## src/rtl/clk_redund_pkg.sv

```systemverilog
package clk_redund_pkg;

    typedef enum logic [1:0] {
        ROLE_SLAVE     = 2'b00,
        ROLE_PRIMARY   = 2'b01,
        ROLE_SECONDARY = 2'b10,
        ROLE_SLAVE_ALT = 2'b11
    } role_e;

    typedef enum logic [1:0] {
        SRC_REF8K = 2'd0,
        SRC_LEFT  = 2'd1,
        SRC_RIGHT = 2'd2,
        SRC_OSC   = 2'd3
    } src_e;

    localparam int N_WATCH = 3;

endpackage

```

## src/rtl/clk_loss_mon.sv

```systemverilog
module clk_loss_mon #(
    parameter int LOSS_W = 16,
    parameter int N_SRC  = 3
) (
    input  logic              clk,
    input  logic              rst_n,
    input  logic              clear,
    input  logic              enable,
    input  logic [LOSS_W-1:0] limit,
    input  logic [1:0]        sel,
    input  logic [N_SRC-1:0]  act,
    output logic              loss
);

    typedef struct packed {
        logic [N_SRC-1:0]  prev;
        logic [LOSS_W-1:0] cnt;
    } mon_t;

    mon_t             st_d, st_q;
    logic [N_SRC-1:0] edge_v;
    logic             sel_edge;

    // one transition detector per watchable source
    for (genvar g = 0; g < N_SRC; g++) begin : g_edge
        assign edge_v[g] = act[g] ^ st_q.prev[g];
    end

    always_comb begin
        sel_edge = 1'b0;
        for (int i = 0; i < N_SRC; i++) begin
            if (sel == 2'(i)) sel_edge = edge_v[i];
        end
    end

    assign loss = enable && (limit != '0) && !sel_edge
                  && (st_q.cnt == (limit - LOSS_W'(1)));

    always_comb begin
        st_d      = st_q;
        st_d.prev = act;
        if (clear || !enable || sel_edge) begin
            st_d.cnt = '0;
        end else if (st_q.cnt != limit) begin
            st_d.cnt = st_q.cnt + LOSS_W'(1);
        end
    end

    always_ff @(posedge clk or negedge rst_n) begin
        if (!rst_n) st_q <= '0;
        else        st_q <= st_d;
    end

endmodule

```

## src/rtl/host_wdog.sv

```systemverilog
module host_wdog #(
    parameter int CYCLES = 1000
) (
    input  logic clk,
    input  logic rst_n,
    input  logic en,
    input  logic kick,
    input  logic rearm,
    output logic fired
);

    localparam int W = $clog2(CYCLES + 1);

    typedef struct packed {
        logic [W-1:0] cnt;
        logic         fired;
    } wd_t;

    wd_t wd_d, wd_q;

    always_comb begin
        wd_d = wd_q;
        if (rearm) begin
            wd_d.cnt   = '0;
            wd_d.fired = 1'b0;
        end else if (wd_q.fired) begin
            wd_d = wd_q;
        end else if (!en || kick) begin
            wd_d.cnt = '0;
        end else if (wd_q.cnt == W'(CYCLES - 1)) begin
            wd_d.fired = 1'b1;
        end else begin
            wd_d.cnt = wd_q.cnt + W'(1);
        end
    end

    always_ff @(posedge clk or negedge rst_n) begin
        if (!rst_n) wd_q <= '0;
        else        wd_q <= wd_d;
    end

    assign fired = wd_q.fired;

endmodule

```

## src/rtl/clk_redund_ctrl.sv

```systemverilog
module clk_redund_ctrl
    import clk_redund_pkg::*;
#(
    parameter int LOSS_W      = 16,
    parameter int WDOG_CYCLES = 1000,
    parameter int RST_LIMIT   = 255
) (
    input  logic              clk,
    input  logic              rst_n,
    input  logic              cfg_wr,
    input  logic [1:0]        cfg_role,
    input  logic              cfg_pri_right,
    input  logic              cfg_fb_en,
    input  logic              cfg_wd_en,
    input  logic [LOSS_W-1:0] cfg_limit,
    input  logic              ref8k_act,
    input  logic              left_act,
    input  logic              right_act,
    input  logic              stat_rd,
    output logic              drv_left_en,
    output logic              drv_right_en,
    output logic              data_drv_en,
    output logic [1:0]        ref_sel,
    output logic              clk_err,
    output logic              led_red,
    output logic              led_yellow,
    output logic              led_green
);

    typedef struct packed {
        role_e             role;
        logic              pri_right;
        logic              fb_en;
        logic              wd_en;
        logic [LOSS_W-1:0] limit;
        logic              err;
        logic              fb;
        logic              rev;
    } ctl_t;

    localparam ctl_t CTL_RST = '{
        role:      ROLE_SLAVE,
        pri_right: 1'b0,
        fb_en:     1'b0,
        wd_en:     1'b0,
        limit:     LOSS_W'(RST_LIMIT),
        err:       1'b0,
        fb:        1'b0,
        rev:       1'b0
    };

    ctl_t  ctl_d, ctl_q;
    logic  is_slave, is_pri, is_sec;
    src_e  pri_src, bak_src, ref_src;
    logic  loss, mon_clear, mon_en, fired;
    logic  drv_l_raw, drv_r_raw;

    assign is_pri   = (ctl_q.role == ROLE_PRIMARY);
    assign is_sec   = (ctl_q.role == ROLE_SECONDARY);
    assign is_slave = !is_pri && !is_sec;
    assign pri_src  = ctl_q.pri_right ? SRC_RIGHT : SRC_LEFT;
    assign bak_src  = ctl_q.pri_right ? SRC_LEFT  : SRC_RIGHT;

    always_comb begin
        if (is_pri)      ref_src = SRC_REF8K;
        else if (is_sec) ref_src = ctl_q.rev ? SRC_OSC : pri_src;
        else             ref_src = ctl_q.fb  ? bak_src : pri_src;
    end

    assign mon_en    = (ref_src != SRC_OSC);
    assign mon_clear = cfg_wr || (loss && is_slave && ctl_q.fb_en && !ctl_q.fb);

    clk_loss_mon #(
        .LOSS_W (LOSS_W),
        .N_SRC  (N_WATCH)
    ) u_mon (
        .clk    (clk),
        .rst_n  (rst_n),
        .clear  (mon_clear),
        .enable (mon_en),
        .limit  (ctl_q.limit),
        .sel    (ref_src),
        .act    ({right_act, left_act, ref8k_act}),
        .loss   (loss)
    );

    host_wdog #(
        .CYCLES (WDOG_CYCLES)
    ) u_wdog (
        .clk    (clk),
        .rst_n  (rst_n),
        .en     (ctl_q.wd_en),
        .kick   (stat_rd),
        .rearm  (cfg_wr),
        .fired  (fired)
    );

    always_comb begin
        ctl_d = ctl_q;
        if (cfg_wr) begin
            ctl_d.role      = role_e'(cfg_role);
            ctl_d.pri_right = cfg_pri_right;
            ctl_d.fb_en     = cfg_fb_en;
            ctl_d.wd_en     = cfg_wd_en;
            ctl_d.limit     = cfg_limit;
            ctl_d.err       = 1'b0;
            ctl_d.fb        = 1'b0;
            ctl_d.rev       = 1'b0;
        end else if (loss) begin
            ctl_d.err = 1'b1;
            if (is_sec) begin
                ctl_d.rev = 1'b1;
            end else if (is_slave && ctl_q.fb_en) begin
                ctl_d.fb = 1'b1;
            end
        end
    end

    always_ff @(posedge clk or negedge rst_n) begin
        if (!rst_n) ctl_q <= CTL_RST;
        else        ctl_q <= ctl_d;
    end

    assign drv_l_raw = (is_pri && !ctl_q.pri_right) || (is_sec && ctl_q.pri_right);
    assign drv_r_raw = (is_pri &&  ctl_q.pri_right) || (is_sec && !ctl_q.pri_right);

    assign drv_left_en  = drv_l_raw && !fired;
    assign drv_right_en = drv_r_raw && !fired;
    assign data_drv_en  = !fired;
    assign ref_sel      = ref_src;
    assign clk_err      = ctl_q.err;

    assign led_red    = ctl_q.err;
    assign led_yellow = drv_left_en || drv_right_en;

    always_comb begin
        if (is_pri)      led_green = ctl_q.pri_right;
        else if (is_sec) led_green = !ctl_q.pri_right;
        else             led_green = (ref_src == SRC_RIGHT);
    end

endmodule

```

## config.mk

```make
export PLATFORM = sky130hd
export DESIGN_NAME = clk_redund_ctrl
export DESIGN_NICKNAME = d
export VERILOG_FILES = /design/src/rtl/clk_redund_pkg.sv /design/src/rtl/clk_loss_mon.sv /design/src/rtl/host_wdog.sv /design/src/rtl/clk_redund_ctrl.sv
export SDC_FILE = /design/constraint.sdc
export NUM_CORES = 1
export LEC_CHECK = 0
export BUFFER_PORTS_ARGS = -buffer_cell sky130_fd_sc_hd__buf_2
export CORE_ASPECT_RATIO = 0.6
export CORE_MARGIN = 2
export CORE_UTILIZATION = 30
export CTS_BUF_LIST = sky130_fd_sc_hd__clkbuf_16
export CTS_CLUSTER_SIZE = 10
export DETAILED_ROUTE_END_ITERATION = 8
export GPL_TIMING_DRIVEN = 0
export SYNTH_ARGS = -nofsm -noshare
export SYNTH_HDL_FRONTEND = slang
export SYNTH_HIERARCHICAL = 1
export SYNTH_SLANG_ARGS = --single-unit
```

## constraint.sdc

```tcl
create_clock -name clk -period 4.8 [get_ports clk]
set_input_delay 0.96 -clock clk [delete_from_list [all_inputs] [get_ports clk]]
set_output_delay 0.96 -clock clk [all_outputs]
set_load 0.02 [all_outputs]
```

Word level (Yosys, flattened, before mapping)
Cells that the tools add are included.
{"block": "word_totals", "input_bits": 28, "word_cells": 91, "reg_bits": 54}
{"block": "classes", "bitwise": 3, "n_addsub": 3, "n_mux": 24, "reduce_logical": 38, "eq_ne": 11}
{"cell": "2-to-1 mux 16 bit", "n": 2}
{"cell": "2-to-1 mux 11 bit", "n": 2}
{"cell": "2-to-1 mux 10 bit", "n": 2}
{"cell": "adder 16 x 1 -> 16 bit (second input constant)", "n": 1}
{"cell": "== test 16 bit", "n": 1}
{"cell": "inequality test 16 bit", "n": 1}
{"cell": "nonzero test 16 bit", "n": 1}
{"cell": "subtractor 16 x 1 -> 16 bit (second input constant)", "n": 1}
{"cell": "logical AND 1 bit", "n": 14}
{"cell": "2-to-1 mux 2 bit", "n": 6}
{"cell": "adder 10 x 1 -> 10 bit (second input constant)", "n": 1}
{"cell": "== test 10 bit (second input constant)", "n": 1}
{"cell": "2-to-1 mux 1 bit", "n": 10}
{"cell": "logical NOT 1 bit", "n": 8}
{"cell": "nonzero test 2 bit", "n": 4}
{"cell": "logical OR 1 bit", "n": 7}
{"cell": "2-to-1 mux 3 bit", "n": 2}
{"cell": "inequality test 2 bit (second input constant)", "n": 3}
{"cell": "== test 2 x 1 -> 1 bit (second input constant)", "n": 2}
{"cell": "== test 2 bit (second input constant)", "n": 2}
{"cell": "AND reduction 2 bit", "n": 2}
{"cell": "inequality test 3 x 2 -> 1 bit (second input constant)", "n": 1}
{"cell": "AND reduction 3 bit", "n": 1}
{"cell": "XOR 1 bit", "n": 3}
{"cell": "logical NOT 2 bit", "n": 1}

Logic depth before layout (Yosys ltp)
Gate-level depths: netlist of the first run.
{"block": "depth", "ltp_word": 18, "mapped_depth": 16}

By module
Netlist of the first run, hierarchy kept.
{"module": "clk_loss_mon", "area_each_um2": 1641.6, "cells_each": 183, "instances": 1}
{"module": "clk_redund_ctrl", "area_each_um2": 1072.3, "cells_each": 82, "instances": 1}
{"module": "host_wdog", "area_each_um2": 643.1, "cells_each": 68, "instances": 1}

Worst setup path after synthesis of the first run
OpenSTA, ideal clock, no wires.
{"block": "synth_timing", "path_type": "register to register", "from": "reg ctl_q[22] (netlist bit)", "to": "reg u_mon/st_q[10] (netlist bit)", "arrival_ps": 3326, "t_required_ps": 4668, "synth_period_minus_slack_ps": 3458, "path_slack_ps": 1342, "setup_ps": 132, "path_stages_with_launch": 17, "cell_sequence": "dfrtp_1 inv_1 ha_1 buf_6 and3b_1 a211oi_1 nor2_1 a21oi_1 o211a_1 nand4_1 nor4_2 nand3_1 o21bai_1 nand2b_1 buf_1 clkbuf_1 nor2_1"}
{"block": "synth_via", "elab_chain_len": 17}
{"item": "from (decl)", "line": "clk_redund_ctrl.sv:52", "text": "ctl_t ctl_d, ctl_q;"}
{"item": "from (signal assigned)", "line": "clk_redund_ctrl.sv:121", "text": "else ctl_q <= ctl_d;"}
{"item": "== test 2 bit", "line": "clk_redund_ctrl.sv:59", "text": "assign is_sec = (ctl_q.role == ROLE_SECONDARY);"}
{"item": "2-to-1 mux 2 bit", "line": "clk_redund_ctrl.sv:66", "text": "else if (is_sec) ref_src = ctl_q.rev ? SRC_OSC : pri_src;"}
{"item": "2-to-1 mux 2 bit *", "line": "clk_redund_ctrl.sv:65", "text": "if (is_pri) ref_src = SRC_REF8K;"}
{"item": "net ref_sel[1]", "line": "clk_redund_ctrl.sv:23", "text": "output logic [1:0] ref_sel,"}
{"item": "logical NOT 2 bit", "line": "clk_loss_mon.sv:32", "text": "if (sel == 2'(i)) sel_edge = edge_v[i];"}
{"item": "2-to-1 mux 1 bit (3 in a row)", "line": "clk_loss_mon.sv:32"}
{"item": "logical NOT 1 bit", "line": "clk_loss_mon.sv:36", "text": "assign loss = enable && (limit != '0) && !sel_edge"}
{"item": "logical AND 1 bit *", "line": "clk_loss_mon.sv:36"}
{"item": "logical AND 1 bit *", "line": "clk_loss_mon.sv:37", "text": "&& (st_q.cnt == (limit - LOSS_W'(1)));"}
{"item": "net loss", "line": "clk_redund_ctrl.sv:55", "text": "logic loss, mon_clear, mon_en, fired;"}
{"item": "logical AND 1 bit * (3 in a row)", "line": "clk_redund_ctrl.sv:71", "text": "assign mon_clear = cfg_wr || (loss && is_slave && ctl_q.fb_en && !ctl_q.fb);"}
{"item": "logical OR 1 bit *", "line": "clk_redund_ctrl.sv:71"}
{"item": "net mon_clear", "line": "clk_redund_ctrl.sv:55"}
{"item": "logical OR 1 bit * (2 in a row)", "line": "clk_loss_mon.sv:42", "text": "if (clear || !enable || sel_edge) begin"}
{"item": "2-to-1 mux 16 bit / nonzero test 2 bit (equally long branches)"}
{"item": "to (signal assigned)", "line": "clk_loss_mon.sv:51", "text": "else st_q <= st_d;"}
{"item": "to (decl)", "line": "clk_loss_mon.sv:20", "text": "mon_t st_d, st_q;"}
Mark *: on every way through the listed nets, which the timed path passes. The rest lies on a longest branch.
A chain may end at the register's enable or synchronous reset.

Worst setup path in the final report of the first run
{"block": "layout_timing", "from": "reg ctl_q[22] (netlist bit)", "to": "reg u_mon/st_q[13] (netlist bit)"}
{"block": "layout_via", "elab_chain_len": 17}
{"item": "== test 2 bit", "line": "clk_redund_ctrl.sv:59"}
{"item": "2-to-1 mux 2 bit", "line": "clk_redund_ctrl.sv:66"}
{"item": "2-to-1 mux 2 bit *", "line": "clk_redund_ctrl.sv:65"}
{"item": "logical NOT 2 bit", "line": "clk_loss_mon.sv:32"}
{"item": "2-to-1 mux 1 bit (3 in a row)", "line": "clk_loss_mon.sv:32"}
{"item": "logical NOT 1 bit", "line": "clk_loss_mon.sv:36"}
{"item": "logical AND 1 bit *", "line": "clk_loss_mon.sv:36"}
{"item": "logical AND 1 bit *", "line": "clk_loss_mon.sv:37"}
{"item": "net loss", "line": "clk_redund_ctrl.sv:55"}
{"item": "logical AND 1 bit * (3 in a row)", "line": "clk_redund_ctrl.sv:71"}
{"item": "logical OR 1 bit *", "line": "clk_redund_ctrl.sv:71"}
{"item": "net mon_clear", "line": "clk_redund_ctrl.sv:55"}
{"item": "logical OR 1 bit * (2 in a row)", "line": "clk_loss_mon.sv:42"}
{"item": "2-to-1 mux 16 bit / nonzero test 2 bit (equally long branches)"}
Marks and branches as above.

==> impl_results.md, run 1 <==
* Status: finished, final reports clean
* Rows at 29
* Top_reg_cell synth: dfrtp_1
* Fin cells at 516
* CTS tree: done
* First-pass GRT wire length at 13300 um
* Vias at 2566
* CTS Buffer Depth at 2
* Die width at 141 um
* Critical path required time at 4.97 ns
* Post-Route Setup TNS at 0 ns
* Fmax at 261 MHz
* Seq/Total Area, Yosys at 40.6%
* CP arrival at 4.00 ns
* Total track usage at 14.1%
* RSZ-0062 raised after global routing: false
* Period utilization at 79.9%
* Final-report setup violation count at 0
* WHS at 0.514 ns
* Clk root buf: clkbuf_16
* Number of synthesized flops with an enable pin at 0
* Post-cts hold buffer count at 0
* Final instance area at 0.00386 mm2
* Die Ht at 85.9 um
* Postcts setup bufs at 0
* DR vias/cell at 4.97
* Nets@finish at 410
* Post-CTS Resized at 0
* Worst skew pair latency at 0.31 ns
* Final wirelength at 7940 um
* HPWL Detailed at 6040 um
* Max-Cap Viols at 0
* Netlist cell types at 61
* Detail Route Antenna Nets at 0
* Ys async rst share at 100%
* Worst r2r src: ctl_q[22]
* GP Congestion at 0.921
* Final Hold Fails at 0
* Main area contributors after synthesis: dfrtp_1, xor2_1, dfstp_2
* Starting density of the core at 31.3%
* Core Region at 0.0107 mm2
* Leak pwr at 1.61 nW
* Slew margin rel. at 52.9%
* Initial DRC count at 200
* Syn Nets at 367
* Cells after Synth at 333
* Power Density at 277 mW/mm2
* CTS Buf Count at 5
* Worst VDD drop at 0.132 mV
* Filler cells at 1095
* Path depth of the worst reg2reg path at 16
* Placed Instances at 508
* Slew @ Worst Pin at 0.706 ns
* Mapped Area at 0.00336 mm2
* Ports at 37
* Clock Pin Slew Worst Setup and Hold Paths at 0.08 ns
* R2r setup slk at 0.97 ns
* Most frequent cells in the layout: dfrtp_1, buf_2, nor2_1
* Min cycle time layout at 3.83 ns
* Hold crit path type: register to register
* Clock sink count at 54
* Wire per inst at 15.4 um
* Clk_skew at 0.0109 ns
* P&R area growth vs syn at 15.1%
* Layout cells sized above 1 at 26.0%
* Initial antenna violation count at 0
* N_diodes at 0
* Worst Setup End Kind: register
* Commonest non-fill, non-tap cell in the layout: dfrtp_1
* Vias in the first global route at 2537
* Leading area contributor after synthesis: dfrtp_1
* Die area at 0.0121 mm2
* DRT Pass-1 Iters at 4
* Drt drc at 0
* CP max FO at 10
* Kind of critical path: register to register
* Synth warn at 6
* Hold endpoint: ctl_q[11]
* Reg2reg end: u_mon/st_q[13]
* DP Area at 0.00371 mm2
* Avg Cell Area, Syn at 10.1 um2
* Startpoint Class: register
* CTS H-tree depth at 2
* Worst hold start: ctl_q[11]
* WHS Path Cells at 1
* Pins Over Slew Limit at 0
* FF+latch count, synth at 54
* Port Buf Inserts at 36
* Post-synth top area share at 34.3%
* Total grt overflow at 0
* Largest net degree at the start of global routing at 55
==> worst max-delay path by stage <==
stage	from	end	slack [ns]	cells after the start
final	ctl_q[22]	u_mon/st_q[13]	0.97	16
after global routing	ctl_q[22]	u_mon/st_q[13]	0.56	16
after CTS	ctl_q[22]	u_mon/st_q[13]	0.89	16
after detailed placement	ctl_q[22]	u_mon/st_q[13]	0.92	16
after global placement	ctl_q[22]	u_mon/st_q[14]	1.03	16
after floorplan	ctl_q[22]	u_mon/st_q[10]	1.34	16
==> report_power, final <==
part           leakage [nW]  total (mW)  switching (mW)  internal [mW]
clock                0.0704       0.380           0.183          0.197
combinational         0.854       0.177           0.100         0.0765
sequential            0.690       0.513          0.0308          0.482
==> layout make-up <==
| cell class | count | area, um2 | area share (%) |
|---|---|---|---|
| plain buffers | 17 | 106 | 2.75 |
| clock buffers | 5 | 125 | 3.24 |
| clock inverters | 3 | 25.0 | 0.648 |
| inverters | 10 | 37.5 | 0.972 |
| multi-input cells | 252 | 1850 | 47.9 |
| flip-flops and latches | 54 | 1360 | 35.2 |
| well taps | 139 | 174 | 4.50 |
| repair buffers | 36 | 183 | 4.73 |
==> flip-flops by register name, indices dropped and copies added, names as in the netlist <==
register / cells
ctl_q: 23
clk_err: 1
u_wdog/wd_q: 10
u_mon/st_q: 19
u_wdog/fired: 1
==> kinds of logic after synthesis <==
family / count (synthesis) / share of synthesized area, %
simple gates: 123 / 21.6
compound gates: 57 / 11.7
flops: 54 / 40.6
xor+xnor: 42 / 11.9
buf+inv: 27 / 4.29
mux: 24 / 7.83
fa+ha+maj: 6 / 2.24
==> worst max-delay path, stage by stage, from the launching register on <==
cell and delay, ns:
dfrtp_1 0.39, inv_1 0.08, ha_1 0.16, buf_6 0.14
and3b_1 0.17, a211oi_1 0.42, nor2_1 0.10, a21oi_1 0.14
o211a_1 0.19, nand4_1 0.11, nor4_2 0.42, nand3_1 0.19
o21bai_1 0.16, nand2b_1 0.12, buf_1 0.34, clkbuf_1 0.46
nor2_1 0.11
==> through the flow <==
| stage | util (%) | power, mW | setup slack [ns] |
|---|---|---|---|
| floorplan | - | 0.635 | 1.34 |
| global route | 36.0 | 1.13 | 0.557 |
| finish | 36.0 | 1.07 | 0.966 |
| global placement | 34.6 | 0.694 | 1.03 |
| CTS | 36.0 | 1.08 | 0.894 |
| detailed placement | 34.6 | 0.699 | 0.916 |
==> cell usage after synthesis, types with 2 or more instances <==
| master | instances |
|---|---|
| a211oi_1 | 3 |
| a21oi_1 | 14 |
| and2_1 | 4 |
| and2b_2 | 2 |
| and3_1 | 6 |
| and4_1 | 4 |
| buf_2 | 7 |
| buf_6 | 4 |
| clkbuf_1 | 4 |
| dfrtp_1 | 46 |
| dfstp_2 | 8 |
| ha_1 | 6 |
| inv_1 | 10 |
| mux2_2 | 17 |
| mux2i_1 | 6 |
| nand2_1 | 18 |
| nand2b_1 | 3 |
| nand3_1 | 10 |
| nand3b_1 | 4 |
| nand4_1 | 6 |
| nor2_1 | 30 |
| nor3_1 | 7 |
| nor3b_1 | 5 |
| nor4_1 | 2 |
| nor4_2 | 3 |
| nor4bb_1 | 2 |
| o2111ai_1 | 2 |
| o211ai_1 | 3 |
| o21ai_0 | 17 |
| o21ai_1 | 2 |
| o21bai_1 | 3 |
| o31ai_1 | 2 |
| or3_1 | 7 |
| xnor2_1 | 12 |
| xnor2_2 | 2 |
| xor2_1 | 26 |
| xor2_2 | 2 |
==> routing by layer <==
| layer | vias up | global-route usage [%] | share of wire, % |
|---|---|---|---|
| met1 | 1232 | 21.4 | 54 |
| met3 | 5 | 4.13 | 7.0 |
| met5 | - | 0 | 0 |
| met4 | 0 | 4.00 | 0.93 |
| met2 | 62 | 19.3 | 38 |
| li1 | 1267 | - | - |
(Power assumes the default switching activity.)
==> run 2: changes to the inputs <==
==> constraint.sdc (replaced) <==
create_clock -name clk -period 3.3 [get_ports clk]
set_input_delay 0.66 -clock clk [delete_from_list [all_inputs] [get_ports clk]]
set_output_delay 0.66 -clock clk [all_outputs]
set_load 0.02 [all_outputs]
==> impl_results.md, run 2 (synthesis results as in run 1) <==
* Post-cts hold buffer count at 0 (unchanged)
* Drt drc at 0 (unchanged)
* CTS H-tree depth at 2 (unchanged)
* Clock Pin Slew Worst Setup and Hold Paths at 0.08 ns (about the same)
* Most used cell, CP: nor2_1 (unchanged)
* Initial antenna violation count at 0 (unchanged)
* Path depth of the worst reg2reg path at 14 (was 16)
* Port Buf Inserts at 36 (unchanged)
* Slew margin rel. at 52.4% (was 52.9%)
* HPWL Detailed at 5980 um (was 6040 um)
* Most frequent cells in the layout: dfrtp_1, buf_2, nor2_1 (unchanged)
* Vias in the first global route at 2523 (was 2537)
* Power Density at 414 mW/mm2 (was 277 mW/mm2)
* Most flops, register: ctl_q (unchanged)
* R2r setup slk at 0.33 ns (was 0.97 ns)
* Period utilization at 90.0% (was 79.9%)
* Max-Cap Viols at 0 (unchanged)
* Worst skew pair latency at 0.30 ns (was 0.31 ns)
* Initial DRC count at 177 (was 200)
* Reg power frac at 46.1% (was 48.0%)
* Switching pwr at 0.449 mW (was 0.314 mW)
* Total grt overflow at 0 (unchanged)
* Vias at 2630 (was 2566)
* Critical path destination: u_mon/st_q[12] (was u_mon/st_q[13])
* WHS at 0.395 ns (was 0.514 ns)
* Worst path cell trace: inv_1, ha_1, buf_6, and3b_1, a211oi_2, nor2_1, a21oi_1, o211a_1, nand4_1, nor4_4, nand3_1, o21bai_1, nand2b_4, nor2_1 (was inv_1, ha_1, buf_6, and3b_1, a211oi_1, nor2_1, a21oi_1, o211a_1, nand4_1, nor4_2, nand3_1, o21bai_1, nand2b_1, buf_1, clkbuf_1, nor2_1)
* CTS Buf Count at 5 (unchanged)
* Final Hold Fails at 0 (unchanged)
* Rows at 29 (unchanged)
* Kind of critical path: register to register (unchanged)
* Starting density of the core at 31.3% (unchanged)
* CTS tree: done (unchanged)
* Die width at 141 um (unchanged)
* Min cycle time layout at 2.97 ns (was 3.83 ns)
* Slew @ Worst Pin at 0.714 ns (was 0.706 ns)
* Buf/Inv on CP at 2 (was 4)
* CP max FO at 16 (was 10)
* Fmax at 337 MHz (was 261 MHz)
* P&R area growth vs syn at 16.6% (was 15.1%)
* Logic gate share of total power at 16.4% (was 16.5%)
* Leak pwr at 1.64 nW (was 1.61 nW)
* Largest net degree at the start of global routing at 55 (unchanged)
* Clk root buf: clkbuf_16 (unchanged)
* Final wirelength at 7910 um (was 7940 um)
* Wire per inst at 15.3 um (was 15.4 um)
* Slowest CP cell: dfrtp_1 (was clkbuf_1)
* Delay-heaviest family, CP: simple AND/OR/NAND/NOR gates (unchanged)
* Stages on the worst setup path at 14 (was 16)
* Worst VDD drop at 0.193 mV (was 0.132 mV)
* First-pass GRT wire length at 13400 um (was 13300 um)
* Core Region at 0.0107 mm2 (unchanged)
* Multi-input gate area at 0.00188 mm2 (was 0.00185 mm2)
* Final setup margin at 0.329 ns (was 0.966 ns)
* Ports at 37 (unchanged)
* Pins Over Slew Limit at 0 (unchanged)
* CP arrival at 3.15 ns (was 4.00 ns)
* Utilization after layout at 36.4% (was 36.0%)
* Status: finished, final reports clean (unchanged)
* Post-Route Setup TNS at 0 ns (unchanged)
* DR vias/cell at 5.10 (was 4.97)
* Die area at 0.0121 mm2 (unchanged)
* GP Congestion at 0.906 (was 0.921)
* Clock sink count at 54 (unchanged)
* Critical path required time at 3.48 ns (was 4.97 ns)
* Clk_skew at 0.0104 ns (was 0.0109 ns)
* Layout cells sized above 1 at 27.1% (was 26.0%)
* Commonest non-fill, non-tap cell in the layout: dfrtp_1 (unchanged)
* Die Ht at 85.9 um (unchanged)
* Storage element area at 0.00136 mm2 (unchanged)
* Clock network power share at 37.5% (was 35.5%)
* Hold crit path type: input pin to asynchronous set/reset pin (was register to register)
* DRT Pass-1 Iters at 4 (unchanged)
* Filler cells at 1071 (was 1095)
* Max FFs per register at 23 (unchanged)
* Top Registers: ctl_q (23), u_mon/st_q (19), u_wdog/wd_q (10) (unchanged)
* Worst r2r src: ctl_q[22] (unchanged)
* Nets@finish at 410 (unchanged)
* Post-Place Setup Slack at -0.375 ns (was 0.916 ns)
* Internal Power at 1.17 mW (was 0.755 mW)
* Worst path max stage delay at 0.38 ns (was 0.46 ns)
* Worst Setup End Kind: register (unchanged)
* Startpoint Class: register (unchanged)
* RSZ-0062 raised after global routing: false (unchanged)
* Crit path from: ctl_q[22] (unchanged)
* N_diodes at 0 (unchanged)
* CTS Buffer Depth at 2 (unchanged)
* Total track usage at 13.9% (was 14.1%)
* Sw frac at 27.7% (was 29.4%)
* Final-report setup violation count at 0 (unchanged)
* Detail Route Antenna Nets at 0 (unchanged)
* Reg2reg end: u_mon/st_q[12] (was u_mon/st_q[13])
run 2: power groups by stage:
stage                     sequential (mW)  combinational [mW]  clock [mW]
final                               0.747               0.266       0.608
after global routing                0.753               0.296       0.657
after CTS                           0.746               0.264       0.622
after detailed placement            0.759               0.261           0
after global placement              0.757               0.256           0
after floorplan                     0.742               0.183           0
run 2: how the worst min path moves through the flow:
stage	cells after the start	from	end	slack, ns
2_1_floorplan	0	rst_n	clk_err	0.36
3_3_place_gp	1	ctl_q[20]	ctl_q[20]	0.50
3_5_place_dp	1	ctl_q[20]	ctl_q[20]	0.50
4_1_cts	1	right_act	u_mon/st_q[18]	0.49
5_1_grt	1	rst_n	u_wdog/wd_q[5]	0.48
6_report	1	rst_n	ctl_q[19]	0.40
run 2: final cells by class:
| type | count | area share, % |
|---|---|---|
| Tap cell | 139 | 4.44 |
| Timing Repair Buffer | 38 | 5.05 |
| Multi-Input combinational cell | 252 | 48.0 |
| Buffer | 15 | 2.53 |
| Clock buffer | 5 | 3.20 |
| Inverter | 10 | 0.959 |
| Clock inverter | 3 | 1.05 |
| Sequential cell | 54 | 34.8 |
run 2: routing by layer:
layer / vias up / track usage (%) / part of all wire (%)
li1: 1272 / - / -
met1: 1274 / 21.9 / 53
met2: 79 / 18.0 / 37
met3: 5 / 4.63 / 8.8
met4: 0 / 3.00 / 0.88
met5: - / 0 / 0
run 2: repair_timing:
action,in CTS,in global routing
cloned,0,0
pin swaps,0,3
endpoints found under the setup margin,10,10
setup buffers,0,2
resized for setup,3,2
run 2: through the flow:
stage / power (mW) / cell area (um2) / instances
after floorplan: 0.925 / 3370 / 333
after global placement: 1.01 / 3720 / 508
after detailed placement: 1.02 / 3720 / 508
after CTS: 1.63 / 3890 / 515
after global routing: 1.71 / 3910 / 516
final: 1.62 / 3910 / 516
